**src/rtl/sreg_pkg.sv**
```systemverilog
package sreg_pkg;

    localparam int unsigned SR_W   = 8;
    localparam int unsigned WORD_W = 2 * SR_W;
    localparam int unsigned OP_W   = 8;

    localparam logic [OP_W-1:0] OP_RD_LO  = 8'h05;
    localparam logic [OP_W-1:0] OP_RD_HI  = 8'h35;
    localparam logic [OP_W-1:0] OP_EN_NV  = 8'h06;
    localparam logic [OP_W-1:0] OP_EN_VOL = 8'h50;
    localparam logic [OP_W-1:0] OP_WR_SR  = 8'h01;

    typedef enum logic [3:0] {
        S_IDLE,
        S_RD_LO,
        S_RD_HI,
        S_ENABLE,
        S_WRITE,
        S_POLL,
        S_SETTLE,
        S_VRF_LO,
        S_VRF_HI
    } seq_state_t;

    typedef enum logic [1:0] {
        P_IDLE,
        P_REQ,
        P_RSP
    } port_state_t;

    typedef struct packed {
        logic [OP_W-1:0]   op;
        logic [WORD_W-1:0] wdata;
        logic [1:0]        wbytes;
        logic              rbyte;
    } cmd_t;

endpackage

```
**src/rtl/sreg_countdown.sv**
```systemverilog
module sreg_countdown #(
    parameter int unsigned W = 8
) (
    input  logic         clk,
    input  logic         rst_n,
    input  logic         load_i,
    input  logic [W-1:0] val_i,
    output logic         zero_o
);

    logic [W-1:0] cnt_d, cnt_q;

    always_comb begin
        cnt_d = cnt_q;
        if (load_i) begin
            cnt_d = val_i;
        end else if (cnt_q != '0) begin
            cnt_d = cnt_q - 1'b1;
        end
    end

    always_ff @(posedge clk or negedge rst_n) begin
        if (!rst_n) begin
            cnt_q <= '0;
        end else begin
            cnt_q <= cnt_d;
        end
    end

    assign zero_o = (cnt_q == '0);

    // a freshly loaded nonzero count is never reported as expired
    AST_LOAD_NOT_ZERO: assert property (@(posedge clk) disable iff (!rst_n)
        (load_i && val_i != '0) |=> !zero_o);

endmodule

```
**src/rtl/sreg_cmd_port.sv**
```systemverilog
module sreg_cmd_port
    import sreg_pkg::*;
(
    input  logic            clk,
    input  logic            rst_n,
    input  logic            issue_i,
    input  cmd_t            cmd_i,
    output logic            idle_o,
    output logic            eng_valid_o,
    output cmd_t            eng_cmd_o,
    input  logic            eng_ready_i,
    input  logic            eng_rsp_valid_i,
    input  logic            eng_rsp_err_i,
    input  logic [SR_W-1:0] eng_rsp_data_i,
    output logic            fin_o,
    output logic            fail_o,
    output logic [SR_W-1:0] rdata_o
);

    typedef struct packed {
        port_state_t st;
        cmd_t        cmd;
    } port_t;

    port_t d, q;

    always_comb begin
        d = q;
        unique case (q.st)
            P_IDLE: begin
                if (issue_i) begin
                    d.st  = P_REQ;
                    d.cmd = cmd_i;
                end
            end
            P_REQ: begin
                if (eng_ready_i) begin
                    d.st = P_RSP;
                end
            end
            P_RSP: begin
                if (eng_rsp_valid_i) begin
                    d.st = P_IDLE;
                end
            end
            default: d.st = P_IDLE;
        endcase
    end

    always_ff @(posedge clk or negedge rst_n) begin
        if (!rst_n) begin
            q <= '{st: P_IDLE, cmd: '0};
        end else begin
            q <= d;
        end
    end

    assign idle_o      = (q.st == P_IDLE);
    assign eng_valid_o = (q.st == P_REQ);
    assign eng_cmd_o   = q.cmd;
    assign fin_o       = (q.st == P_RSP) && eng_rsp_valid_i;
    assign fail_o      = fin_o && eng_rsp_err_i;
    assign rdata_o     = eng_rsp_data_i;

    AST_REQ_HOLD: assert property (@(posedge clk) disable iff (!rst_n)
        (eng_valid_o && !eng_ready_i) |=> (eng_valid_o && $stable(eng_cmd_o)));

    AST_ONE_OUTSTANDING: assert property (@(posedge clk) disable iff (!rst_n)
        (eng_valid_o && eng_ready_i) |=> !eng_valid_o);

endmodule

```
**src/rtl/sreg_update_seq.sv**
```systemverilog
module sreg_update_seq
    import sreg_pkg::*;
#(
    parameter int unsigned DELAY_CYCLES = 50,
    parameter int unsigned POLL_TIMEOUT = 100000,
    parameter int unsigned BUSY_BIT     = 0
) (
    input  logic              clk,
    input  logic              rst_n,
    input  logic              start_i,
    input  logic [WORD_W-1:0] mask_i,
    input  logic [WORD_W-1:0] value_i,
    input  logic              nonvol_i,
    output logic              cmd_valid_o,
    input  logic              cmd_ready_i,
    output logic [OP_W-1:0]   cmd_op_o,
    output logic [WORD_W-1:0] cmd_wdata_o,
    output logic [1:0]        cmd_wbytes_o,
    output logic              cmd_rbyte_o,
    input  logic              rsp_valid_i,
    input  logic              rsp_err_i,
    input  logic [SR_W-1:0]   rsp_data_i,
    output logic              done_o,
    output logic              error_o,
    output logic              locked_o
);

    localparam int unsigned LONGEST = (DELAY_CYCLES > POLL_TIMEOUT) ? DELAY_CYCLES : POLL_TIMEOUT;
    localparam int unsigned TW      = $clog2(LONGEST + 1);
    localparam logic [TW-1:0] T_POLL   = TW'(POLL_TIMEOUT);
    localparam logic [TW-1:0] T_SETTLE = TW'(DELAY_CYCLES);

    typedef struct packed {
        seq_state_t        st;
        logic              pend;
        logic [WORD_W-1:0] cur;
        logic [WORD_W-1:0] nw;
        logic [WORD_W-1:0] mask;
        logic [WORD_W-1:0] val;
        logic              nonvol;
        logic              done;
        logic              err;
        logic              lock;
    } seq_t;

    seq_t d, q;

    cmd_t            cmd;
    cmd_t            eng_cmd;
    logic            issue;
    logic            port_idle;
    logic            fin;
    logic            fail;
    logic [SR_W-1:0] rdata;
    logic            t_load;
    logic [TW-1:0]   t_val;
    logic            t_zero;
    logic [WORD_W-1:0] joined;

    assign joined = {rdata, q.cur[SR_W-1:0]};

    always_comb begin
        d      = q;
        d.done = 1'b0;
        issue  = 1'b0;
        t_load = 1'b0;
        t_val  = T_SETTLE;
        cmd    = '{op: OP_RD_LO, wdata: '0, wbytes: 2'd0, rbyte: 1'b1};

        unique case (q.st)
            S_IDLE: begin
                if (start_i) begin
                    d.st     = S_RD_LO;
                    d.pend   = 1'b0;
                    d.mask   = mask_i;
                    d.val    = value_i;
                    d.nonvol = nonvol_i;
                    d.err    = 1'b0;
                    d.lock   = 1'b0;
                end
            end

            S_RD_LO, S_VRF_LO: begin
                cmd.op = OP_RD_LO;
                if (!q.pend) begin
                    issue  = 1'b1;
                    d.pend = 1'b1;
                end else if (fin) begin
                    d.pend = 1'b0;
                    if (fail) begin
                        d.st   = S_IDLE;
                        d.done = 1'b1;
                        d.err  = 1'b1;
                    end else begin
                        d.cur[SR_W-1:0] = rdata;
                        d.st = (q.st == S_RD_LO) ? S_RD_HI : S_VRF_HI;
                    end
                end
            end

            S_RD_HI: begin
                cmd.op = OP_RD_HI;
                if (!q.pend) begin
                    issue  = 1'b1;
                    d.pend = 1'b1;
                end else if (fin) begin
                    d.pend = 1'b0;
                    if (fail) begin
                        d.st   = S_IDLE;
                        d.done = 1'b1;
                        d.err  = 1'b1;
                    end else begin
                        d.cur = joined;
                        if (((joined ^ q.val) & q.mask) == '0) begin
                            d.st   = S_IDLE;
                            d.done = 1'b1;
                        end else begin
                            d.nw = (joined & ~q.mask) | (q.val & q.mask);
                            d.st = S_ENABLE;
                        end
                    end
                end
            end

            S_ENABLE: begin
                cmd.op    = q.nonvol ? OP_EN_NV : OP_EN_VOL;
                cmd.rbyte = 1'b0;
                if (!q.pend) begin
                    issue  = 1'b1;
                    d.pend = 1'b1;
                end else if (fin) begin
                    d.pend = 1'b0;
                    if (fail) begin
                        d.st   = S_IDLE;
                        d.done = 1'b1;
                        d.err  = 1'b1;
                    end else begin
                        d.st = S_WRITE;
                    end
                end
            end

            S_WRITE: begin
                cmd.op     = OP_WR_SR;
                cmd.wdata  = q.nw;
                cmd.wbytes = 2'd2;
                cmd.rbyte  = 1'b0;
                if (!q.pend) begin
                    issue  = 1'b1;
                    d.pend = 1'b1;
                end else if (fin) begin
                    d.pend = 1'b0;
                    if (fail) begin
                        d.st   = S_IDLE;
                        d.done = 1'b1;
                        d.err  = 1'b1;
                    end else begin
                        t_load = 1'b1;
                        if (q.nonvol) begin
                            t_val = T_POLL;
                            d.st  = S_POLL;
                        end else begin
                            t_val = T_SETTLE;
                            d.st  = S_SETTLE;
                        end
                    end
                end
            end

            S_POLL: begin
                cmd.op = OP_RD_LO;
                if (!q.pend) begin
                    issue  = 1'b1;
                    d.pend = 1'b1;
                end else if (fin) begin
                    d.pend = 1'b0;
                    if (fail) begin
                        d.st   = S_IDLE;
                        d.done = 1'b1;
                        d.err  = 1'b1;
                    end else if (!rdata[BUSY_BIT]) begin
                        d.st = S_VRF_LO;
                    end else if (t_zero) begin
                        d.st   = S_IDLE;
                        d.done = 1'b1;
                        d.err  = 1'b1;
                    end
                end
            end

            S_SETTLE: begin
                if (t_zero) begin
                    d.st = S_VRF_LO;
                end
            end

            S_VRF_HI: begin
                cmd.op = OP_RD_HI;
                if (!q.pend) begin
                    issue  = 1'b1;
                    d.pend = 1'b1;
                end else if (fin) begin
                    d.pend = 1'b0;
                    d.st   = S_IDLE;
                    d.done = 1'b1;
                    if (fail) begin
                        d.err = 1'b1;
                    end else if (((joined ^ q.val) & q.mask) != '0) begin
                        d.err  = 1'b1;
                        d.lock = 1'b1;
                    end
                end
            end

            default: begin
                d.st   = S_IDLE;
                d.pend = 1'b0;
            end
        endcase
    end

    always_ff @(posedge clk or negedge rst_n) begin
        if (!rst_n) begin
            q <= '{st: S_IDLE, default: '0};
        end else begin
            q <= d;
        end
    end

    sreg_cmd_port u_port (
        .clk             (clk),
        .rst_n           (rst_n),
        .issue_i         (issue),
        .cmd_i           (cmd),
        .idle_o          (port_idle),
        .eng_valid_o     (cmd_valid_o),
        .eng_cmd_o       (eng_cmd),
        .eng_ready_i     (cmd_ready_i),
        .eng_rsp_valid_i (rsp_valid_i),
        .eng_rsp_err_i   (rsp_err_i),
        .eng_rsp_data_i  (rsp_data_i),
        .fin_o           (fin),
        .fail_o          (fail),
        .rdata_o         (rdata)
    );

    sreg_countdown #(.W(TW)) u_wait (
        .clk    (clk),
        .rst_n  (rst_n),
        .load_i (t_load),
        .val_i  (t_val),
        .zero_o (t_zero)
    );

    assign cmd_op_o     = eng_cmd.op;
    assign cmd_wdata_o  = eng_cmd.wdata;
    assign cmd_wbytes_o = eng_cmd.wbytes;
    assign cmd_rbyte_o  = eng_cmd.rbyte;
    assign done_o       = q.done;
    assign error_o      = q.err;
    assign locked_o     = q.lock;

    AST_ISSUE_TO_IDLE_PORT: assert property (@(posedge clk) disable iff (!rst_n)
        issue |-> port_idle);

    AST_LOCK_WITH_ERROR: assert property (@(posedge clk) disable iff (!rst_n)
        locked_o |-> error_o);

    AST_DONE_SINGLE: assert property (@(posedge clk) disable iff (!rst_n)
        done_o |=> !done_o);

    AST_WRITE_WORD_MASKED: assert property (@(posedge clk) disable iff (!rst_n)
        (cmd_valid_o && cmd_op_o == OP_WR_SR)
            |-> (((cmd_wdata_o ^ q.val) & q.mask) == '0 && cmd_wbytes_o == 2'd2));

    AST_SETTLE_HOLD: assert property (@(posedge clk) disable iff (!rst_n)
        (q.st == S_SETTLE && !t_zero) |=> (q.st == S_SETTLE));

    AST_FAIL_ABORTS: assert property (@(posedge clk) disable iff (!rst_n)
        fail |=> (q.st == S_IDLE && error_o && !locked_o));

    AST_START_WHILE_BUSY: assert property (@(posedge clk) disable iff (!rst_n)
        (q.st != S_IDLE && start_i) |=> ($stable(q.mask) && $stable(q.val)));

endmodule

```
**config.mk**
```make
export PLATFORM = sky130hd
export DESIGN_NAME = sreg_update_seq
export DESIGN_NICKNAME = d
export VERILOG_FILES = /design/src/rtl/sreg_pkg.sv /design/src/rtl/sreg_countdown.sv /design/src/rtl/sreg_cmd_port.sv /design/src/rtl/sreg_update_seq.sv
export SDC_FILE = /design/constraint.sdc
export NUM_CORES = 1
export LEC_CHECK = 0
export BUFFER_PORTS_ARGS = -buffer_cell sky130_fd_sc_hd__clkbuf_2
export CELL_PAD_IN_SITES_DETAIL_PLACEMENT = 0
export CELL_PAD_IN_SITES_GLOBAL_PLACEMENT = 1
export CORE_MARGIN = 5
export CORE_UTILIZATION = 46
export CTS_CLUSTER_DIAMETER = 100
export DETAILED_ROUTE_END_ITERATION = 6
export PLACE_DENSITY = 0.8
export SKIP_LAST_GASP = 1
export SLEW_MARGIN = 10
export SYNTH_ARGS = -nofsm -noshare
export SYNTH_HDL_FRONTEND = slang
export SYNTH_SLANG_ARGS = --single-unit
```
**constraint.sdc**
```tcl
create_clock -name clk -period 2.2 [get_ports clk]
set_input_delay 0.66 -clock clk [delete_from_list [all_inputs] [get_ports clk]]
set_output_delay 0.66 -clock clk [all_outputs]
set_load 0.01 [all_outputs]
```
-- Word level (Yosys, flattened, before mapping)
Index checks and enable logic that the tools add are counted.
- add/subtract/negate cells: 1
- eq/ne operators: 37
- multiplexer cells: 82
- bitwise logic cells: 10
- reduce and logical (&&, ||, !) cells: 26
- operator list (kind ; number):
    $mux 17 ; 7
    $mux 4 ; 13
    $and 16x16->16 ; 3
    $mux 37 ; 1
    $mux 2 ; 16
    $mux 32 ; 1
    $pmux 4 s8 ; 1
    $mux 5 ; 6
    $reduce_and 15->1 ; 2
    $mux 29 ; 1
    $ne 2x2->1 const B ; 13
    $mux 24 ; 1
    $mux 8 ; 3
    $pmux 7 s3 ; 1
    $ne 2x1->1 const B ; 10
    $mux 1 ; 18
    $mux 18 ; 1
    $logic_not 17->1 ; 1
    $reduce_bool 17->1 ; 1
    $sub 17x1->17 const B ; 1
    $eq 4x3->1 const B ; 4
    $logic_not 16->1 ; 1
    $mux 16 ; 1
    $not 16->16 ; 1
    other kinds (32) ; 48
- register bits: 119
- bits of input ports: 47
- output and inout bits: 31
- logic and storage cells: 173

-- Logic depth before layout (Yosys ltp)
Gate-level depths: netlist of run 1.
- depth in word-level cells: 8
- gate-level depth with buffers: 9
- mapped depth without buffers: 8

-- Cells and area by module
A second synthesis of run 1 with hierarchy kept.
- cells, all modules: 505
- area total of the unflattened synthesis: 5933.2 um^2
- by module, submodules not included (module ; instances ; cells an instance ; area an instance (um^2) ; seq. area each (um^2)):
    sreg_update_seq ; 1 ; 285 ; 3389.5 ; 1626.6
    sreg_cmd_port ; 1 ; 104 ; 1488.9 ; 725.7
    sreg_countdown ; 1 ; 116 ; 1054.8 ; 425.4

-- Worst setup path after synthesis of run 1
OpenSTA, ideal clock, no wires.
- path type: input to register
- from: in rsp_data_i[2]
- to: reg q[36] in the netlist's numbering
- setup time: 125 ps
- arrival: 2053 ps
- data required time: 2075 ps
- setup slack: 22 ps
- stages: 6
- path buffers: 1
- path through: xor2_1 -> a22oi_1 -> nand4_1 -> o2111ai_2 -> buf_6 -> mux2_4
- cells in the longest elaborated chain, start to end: 5
- RTL lines (what ; line ; source):
    start, declared ; sreg_update_seq.sv:22 ; input logic [SR_W-1:0] rsp_data_i,
    $xor 16x16->16 ; sreg_update_seq.sv:114 ; if (((joined ^ q.val) & q.mask) == '0) begin
    $and 16x16->16 ; sreg_update_seq.sv:114 ;
    $logic_not 16->1 ; sreg_update_seq.sv:114 ;
    $not 1->1 (no line) ; -- ;
    $reduce_and 5->1 (no line) ; -- ;
    end signal, assigned ; sreg_update_seq.sv:224 ; q <= '{st: S_IDLE, default: '0};
    end signal, assigned ; sreg_update_seq.sv:226 ; q <= d;
    end, declared ; sreg_update_seq.sv:46 ; seq_t d, q;
Every way passes these cells.
A chain may end at the register's enable or synchronous reset.

-- Worst setup path after layout of run 1
- from: reg q[71] in the netlist's numbering
- to: reg u_port.q, in the netlist u_port.eng_cmd_o[25]
- cells in the longest elaborated chain, start to end: 4
- elaborated cells on any way between the ends: 12
- classes of those cells: eq/ne: 7; mux: 2; reduce/logical: 3
- RTL lines (what ; line ; source):
    $eq 4x1->1, or another cell as far along ; sreg_update_seq.sv:70 ; unique case (q.st)
    $reduce_or 7->1 (no line) ; -- ;
    $mux 1 ; -- ;
    $reduce_and 2->1 (no line) ; -- ;
    end signal, assigned ; sreg_cmd_port.sv:52 ; q <= '{st: P_IDLE, cmd: '0};
    end, declared ; sreg_cmd_port.sv:25 ; port_t d, q;
Several ways; a longest one is shown, not always the timed one.

==> out/metrics.csv, run 1 <==
metric;value;unit
status;finished, final reports clean;
vias in the first global route;3954;
number of library cell types mapped by synthesis;51;
Starting Density;46.4;%
Seq cells post-synth;108;
core box area;11900;um^2
DRT Wirelength;11800;um
Flop pwr share;43.7;%
Core Util, Final;54.1;%
worst reg2reg path endpoint;u_port.eng_cmd_o[25]$_DFFE_PN0P_;
Root Buffer;clkbuf_16;
clock share of power;23.5;%
synth top area cells;dfrtp_1, mux2_2, nand2_1;
max cap viols;0;
CTS clk-pin slew, worst paths;0.07;ns
RSZ-0062 raised after global routing;false;
num ports;78;
area occupied by multi-input gates;2480;um^2
max-slew violations;0;
initial antenna violation count;0;
min-delay worst type;in2async;
synth warn;0;
crit share post-route;92.9;%
final hold vios;0;
FF+latch area;2700;um^2
r2r worst-path depth;7;
post-synth top area share;48.9;%
sequential fraction of the synthesis area;48.9;%
post-route insts no fill;731;
Hold Buf Count CTS;0;
top cells by count, synth;dfrtp_1, nand2_1, mux2_2;
Setup Buffers After CTS;0;
CP arrival;2.28;ns
vias;3854;
synthesized cell area;5520;um^2
Worst Setup Slack, final;0.156;ns
CTS tree;yes;
Placer Congestion;0.845;
Switching Power;0.00216;W
H-tree Lvls;3;
maximum fanout along the worst path;20;
Syn Inst Count;500;
CTS max path bufs;2;
clk_lat worst skew;0.35;ns
Post-synth top flop;dfrtp_1;
Die X;120;um
number of clock sinks;108;
Final Net Count;629;
biggest area consumer among synthesized cells;dfrtp_1;
Pleak;3.00;nW
post-route ant nets;0;
Slew @ Worst Pin;0.575;ns
grt ovf;0;
Syn Area/Cell;11.0;um^2
dpl hpwl;8800;um
cell with the most instances after synthesis;dfrtp_1;
dpl ws;-0.0752;ns
layout cells sized above 1;38.9;%
port buffer count;74;
first-pass GRT wire length;20100;um
crit path launch type;flop;
Achievable Freq;0.489;GHz
Switching Share;32.5;%
Max VDD drop;0.000724;V
largest net degree at the start of global routing;41;
routed vias/inst;5.27;
fin crit period;2.04;ns
worst reg2reg path startpoint;q[71]$_DFFE_PN0P_;
total number of placement rows;40;
Worst Path Class, Setup;reg2reg;
Critical Path RT;2.44;ns
DR iter-0 viols;180;
Area Overhead vs Synth;16.8;%
number of antenna diodes;0;
Layout fillers;1048;
DRC;0;
combinational share of power;32.8;%
Slew headroom;61.4;%
dpl cells;715;
Power Density;1030;nW/um^2
Total GRT Usage;17.6;%
Clock Skews;0.00628;ns
Worst Setup End Kind;flop;
Int Power;0.00448;W
Finish-stage setup viols;0;
DRT Pass-1 Iters;4;
total CTS buffers;9;
Die Height;120;um
Min Hold Slack;0.271;ns
reg2reg setup slack;0.16;ns
Post-synth EDFFs;0;
DR WL/cell;16.2;um
Async S/R FF share, synth;100;%
die area;14300;um^2
-- registers in the layout, summed over array words and instances, names as in the netlist --
register / flops
u_port.eng_cmd_o: 24
error_o: 1
u_port.q: 2
done_o: 1
locked_o: 1
joined: 8
q: 54
u_wait.cnt_q: 17
-- metrics by stage --
step                setup TNS [ns]  power, W  instance area (um^2)
floorplan                        0   0.00442                  5530
global placement            -0.536   0.00497                  6120
detailed placement          -0.995   0.00505                  6120
CTS                              0   0.00664                  6410
global route                     0   0.00704                  6450
finish                           0   0.00664                  6450
-- cell type report --
type | instances | share of cell area, %
multi-input cells | 339 | 38.5
clock buffers | 11 | 3.92
repair buffers | 117 | 12.0
inverters | 5 | 0.291
flip-flops and latches | 108 | 41.9
clock inverters | 4 | 0.505
well taps | 147 | 2.85
-- logic make-up (layout without fill, tap and decap cells) --
kind of cell | count (synthesis) | after routing | synth area share [%]
mux | 78 | 78 | 16.8
other cells | 1 | 3 | 0.0679
simple gates | 149 | 149 | 12.9
xor+xnor | 33 | 33 | 5.23
fa+ha+maj | 2 | 2 | 0.453
compound gates | 74 | 74 | 9.04
buf+inv | 55 | 137 | 6.62
flops | 108 | 108 | 48.9
-- critical path, cell delays in order, from the launching register on --
cell and delay, ns:
dfrtp_1 0.38, buf_4 0.17, nor2b_1 0.18, o21ba_2 0.17, nor2_1 0.06, or4_4 0.47
buf_12 0.18, mux2_4 0.29
-- power by group through the flow --
stage,Combinational (W),Clock [W],Sequential (W)
floorplan,0.00162,0,0.00279
global placement,0.00208,0,0.00289
detailed placement,0.00212,0,0.00293
CTS,0.00213,0.00161,0.00289
global route,0.00238,0.00169,0.00297
finish,0.00218,0.00156,0.00290
-- layer usage --
layer | track usage, % | vias up | part of all wire, %
met4 | 6.94 | 0 | 1.9
met3 | 3.72 | 18 | 4.9
met2 | 26.3 | 88 | 46
li1 | - | 1887 | -
met1 | 25.0 | 1861 | 48
met5 | 0 | - | 0
-- placed cells by master, fill, tap and decap left out, drive strengths merged, types with 4 or more instances in the layout --
cell type  synthesis  final
nand3              7      7
a22oi              8      8
o21ai             34     34
xor2              26     26
nor2              24     24
nor3              12     12
buf               41     43
clkbuf             9     85
nand3b             4      4
nand2b             4      4
nor2b              8      8
xnor2              7      7
nand2             66     66
dfrtp            108    108
mux2              77     77
inv                5      7
nand4              4      4
o211ai             4      4
and3               6      6
a21oi             10     10
-- repair_timing --
item,CTS,global route
endpoints found under the hold margin,0,0
setup endpoints to repair,0,17
resized for setup,0,3
-- worst max path at each step --
| stage | startpoint | end | slack, ns | depth (start not counted) |
|---|---|---|---|---|
| 4_1_cts | q[69]$_DFFE_PN0P_ | u_port.eng_cmd_o[25]$_DFFE_PN0P_ | 0.002 | 6 |
| 3_5_place_dp | rsp_valid_i | joined[4]$_DFFE_PN0P_ | -0.08 | 5 |
| 5_1_grt | u_wait.cnt_q[13]$_DFFE_PN0P_ | u_wait.cnt_q[3]$_DFFE_PN0P_ | 0.02 | 7 |
| 6_report | q[71]$_DFFE_PN0P_ | u_port.eng_cmd_o[25]$_DFFE_PN0P_ | 0.16 | 7 |
| 2_1_floorplan | rsp_data_i[2] | q[36]$_DFFE_PN0P_ | 0.02 | 6 |
| 3_3_place_gp | rsp_valid_i | joined[6]$_DFFE_PN0P_ | -0.04 | 5 |
(Power assumes the default switching activity.)
==> run 2, diff against run 1 <==
--- a/config.mk
+++ b/config.mk
@@ -5,10 +5,10 @@
 export SDC_FILE = /design/constraint.sdc
 export NUM_CORES = 1
 export LEC_CHECK = 0
-export BUFFER_PORTS_ARGS = -buffer_cell sky130_fd_sc_hd__clkbuf_2
+export BUFFER_PORTS_ARGS = -buffer_cell sky130_fd_sc_hd__buf_4
 export CELL_PAD_IN_SITES_DETAIL_PLACEMENT = 0
 export CELL_PAD_IN_SITES_GLOBAL_PLACEMENT = 1
-export CORE_MARGIN = 5
+export CORE_MARGIN = 4
 export CORE_UTILIZATION = 46
 export CTS_CLUSTER_DIAMETER = 100
 export DETAILED_ROUTE_END_ITERATION = 6
==> run 2 against run 1 <==
Effect of this change: combinational power increased by 3%; routed wire length fell by 0.89%; flip-flop and latch count stayed put; non-clock buffer count did not move; register-to-register slack better by 0.03 ns; first-iteration DRC count increased by 4.4%; die area shrank 3.3%; critical path depth fell by 1; sequential power hardly changed; sequential share of layout area decreased by 1.3 points; via count decreased by 0.73%; largest cell class unchanged; largest power group unchanged; highest routed layer unchanged.
==> out/metrics.csv, run 2 (synthesis results as in run 1) <==
metric;value;unit
Layout fillers;975;
CTS clk-pin slew, worst paths;0.07;ns
final instance area;6650;um^2
worst reg2reg path endpoint;u_port.eng_cmd_o[2]$_DFFE_PN0P_;
leading cell types in the layout, fill and taps excluded;buf_4, dfrtp_1, nand2_1, mux2_2, xor2_1;
routed vias/inst;5.26;
clk_lat worst skew;0.35;ns
DR iter-0 viols;188;
commonest non-fill, non-tap cell in the layout;buf_4;
status;finished, final reports clean;
largest net degree at the start of global routing;41;
DR WL/cell;16.1;um
CP arrival;2.26;ns
Critical Path RT;2.44;ns
vias;3826;
crit share post-route;91.7;%
total number of placement rows;39;
min-delay worst type;in2async;
r2r worst-path depth;6;
Setup Buffers After CTS;0;
Max VDD drop;0.000632;V
die area;13800;um^2
total CTS buffers;9;
Reg with most FFs;q;
final hold vios;0;
area occupied by multi-input gates;2470;um^2
CTS tree;yes;
worst reg2reg path startpoint;q[69]$_DFFE_PN0P_;
Area Overhead vs Synth;20.5;%
reg2reg setup slack;0.18;ns
Starting Density;47.7;%
initial antenna violation count;0;
vias in the first global route;3924;
Pleak;3.07;nW
Worst Setup End Kind;flop;
core box area;11600;um^2
maximum fanout along the worst path;14;
FF+latch area;2700;um^2
Finish-stage setup viols;0;
Achievable Freq;0.496;GHz
Final Net Count;629;
total power;0.00684;W
post-route ant nets;0;
num ports;78;
number of clock sinks;108;
Power Density;1030;nW/um^2
Root Buffer;clkbuf_16;
RSZ-0062 raised after global routing;false;
Clock Skews;0.00832;ns
Total GRT Usage;17.6;%
Die X;118;um
grt ovf;0;
fin crit period;2.02;ns
max-slew violations;0;
CTS max path bufs;2;
max FFs per register;54;
H-tree Lvls;3;
first-pass GRT wire length;19900;um
DRC;0;
port buffer count;74;
DRT Pass-1 Iters;4;
layout cells sized above 1;38.8;%
setup_tns;0;ns
Worst Path Class, Setup;reg2reg;
DRT Wirelength;11700;um
Placer Congestion;0.799;
placed cell areas;6310;um^2
max cap viols;0;
dpl hpwl;8670;um
number of antenna diodes;0;
crit path launch type;flop;
Die Height;118;um
==> run 2: changes by cell type in the layout (fill, tap and decap cells not counted), sizes merged <==
| cell | change |
|---|---|
| clkinv | +2 |
| buf | +73 |
| clkbuf | -74 |
| clkinvlp | -1 |
| bufinv | +1 |
==> run 2: cell type report <==
type / instances / share of cell area [%]
Inverter: 5 / 0.282
Multi-Input combinational cell: 339 / 37.2
Clock buffer: 10 / 3.59
Clock inverter: 6 / 1.03
Timing Repair Buffer: 117 / 14.6
Tap cell: 143 / 2.69
Sequential cell: 108 / 40.6
==> run 2: worst max path at each step <==
| stage | cells after the start | from | endpoint |
|---|---|---|---|
| 2_1_floorplan | 6 | rsp_data_i[2] | q[36]$_DFFE_PN0P_ |
| 3_3_place_gp | 7 | rsp_data_i[6] | q[39]$_DFFE_PN0P_ |
| 6_report | 6 | q[69]$_DFFE_PN0P_ | u_port.eng_cmd_o[2]$_DFFE_PN0P_ |
| 4_1_cts | 6 | q[69]$_DFFE_PN0P_ | u_port.eng_cmd_o[2]$_DFFE_PN0P_ |
| 5_1_grt | 7 | u_wait.cnt_q[13]$_DFFE_PN0P_ | u_wait.cnt_q[5]$_DFFE_PN0P_ |
| 3_5_place_dp | 7 | rsp_data_i[6] | q[37]$_DFFE_PN0P_ |
==> run 2: where the power goes <==
part	internal (W)	total, W	switching, W
clock network	0.000925	0.00168	0.000759
registers	0.00247	0.00291	0.000443
logic	0.00126	0.00225	0.000989
==> run 2: routing by layer <==
layer	track usage (%)	part of all wire, %
met1	24.8	49
met2	27.3	46
met3	3.32	3.9
met4	6.01	1.5
met5	0	0
==> run 2: per-stage QoR <==
step           hold slack (ns)  std cells  setup slack (ns)  util (%)
6_report                 0.200        728             0.182      57.5
5_1_grt                  0.208        728            0.0394      57.5
4_1_cts                  0.199        727            0.0213      57.3
3_5_place_dp             0.475        711           -0.0627      54.6
3_3_place_gp             0.465        711           -0.0422      54.6
2_1_floorplan            0.364        502            0.0218         -
==> run 2: repair_timing <==
item                                    in CTS  in global routing
hold buffers                                 0                  0
gates resized for setup                      0                  2
endpoints found under the setup margin       0                 20
==> run 2: worst max-delay path: stages, from the launching register on <==
cell	delay (ns)
dfrtp_1	0.38
or3b_1	0.37
a21oi_1	0.15
nor2_1	0.06
or4_4	0.48
buf_12	0.18
mux2_4	0.30
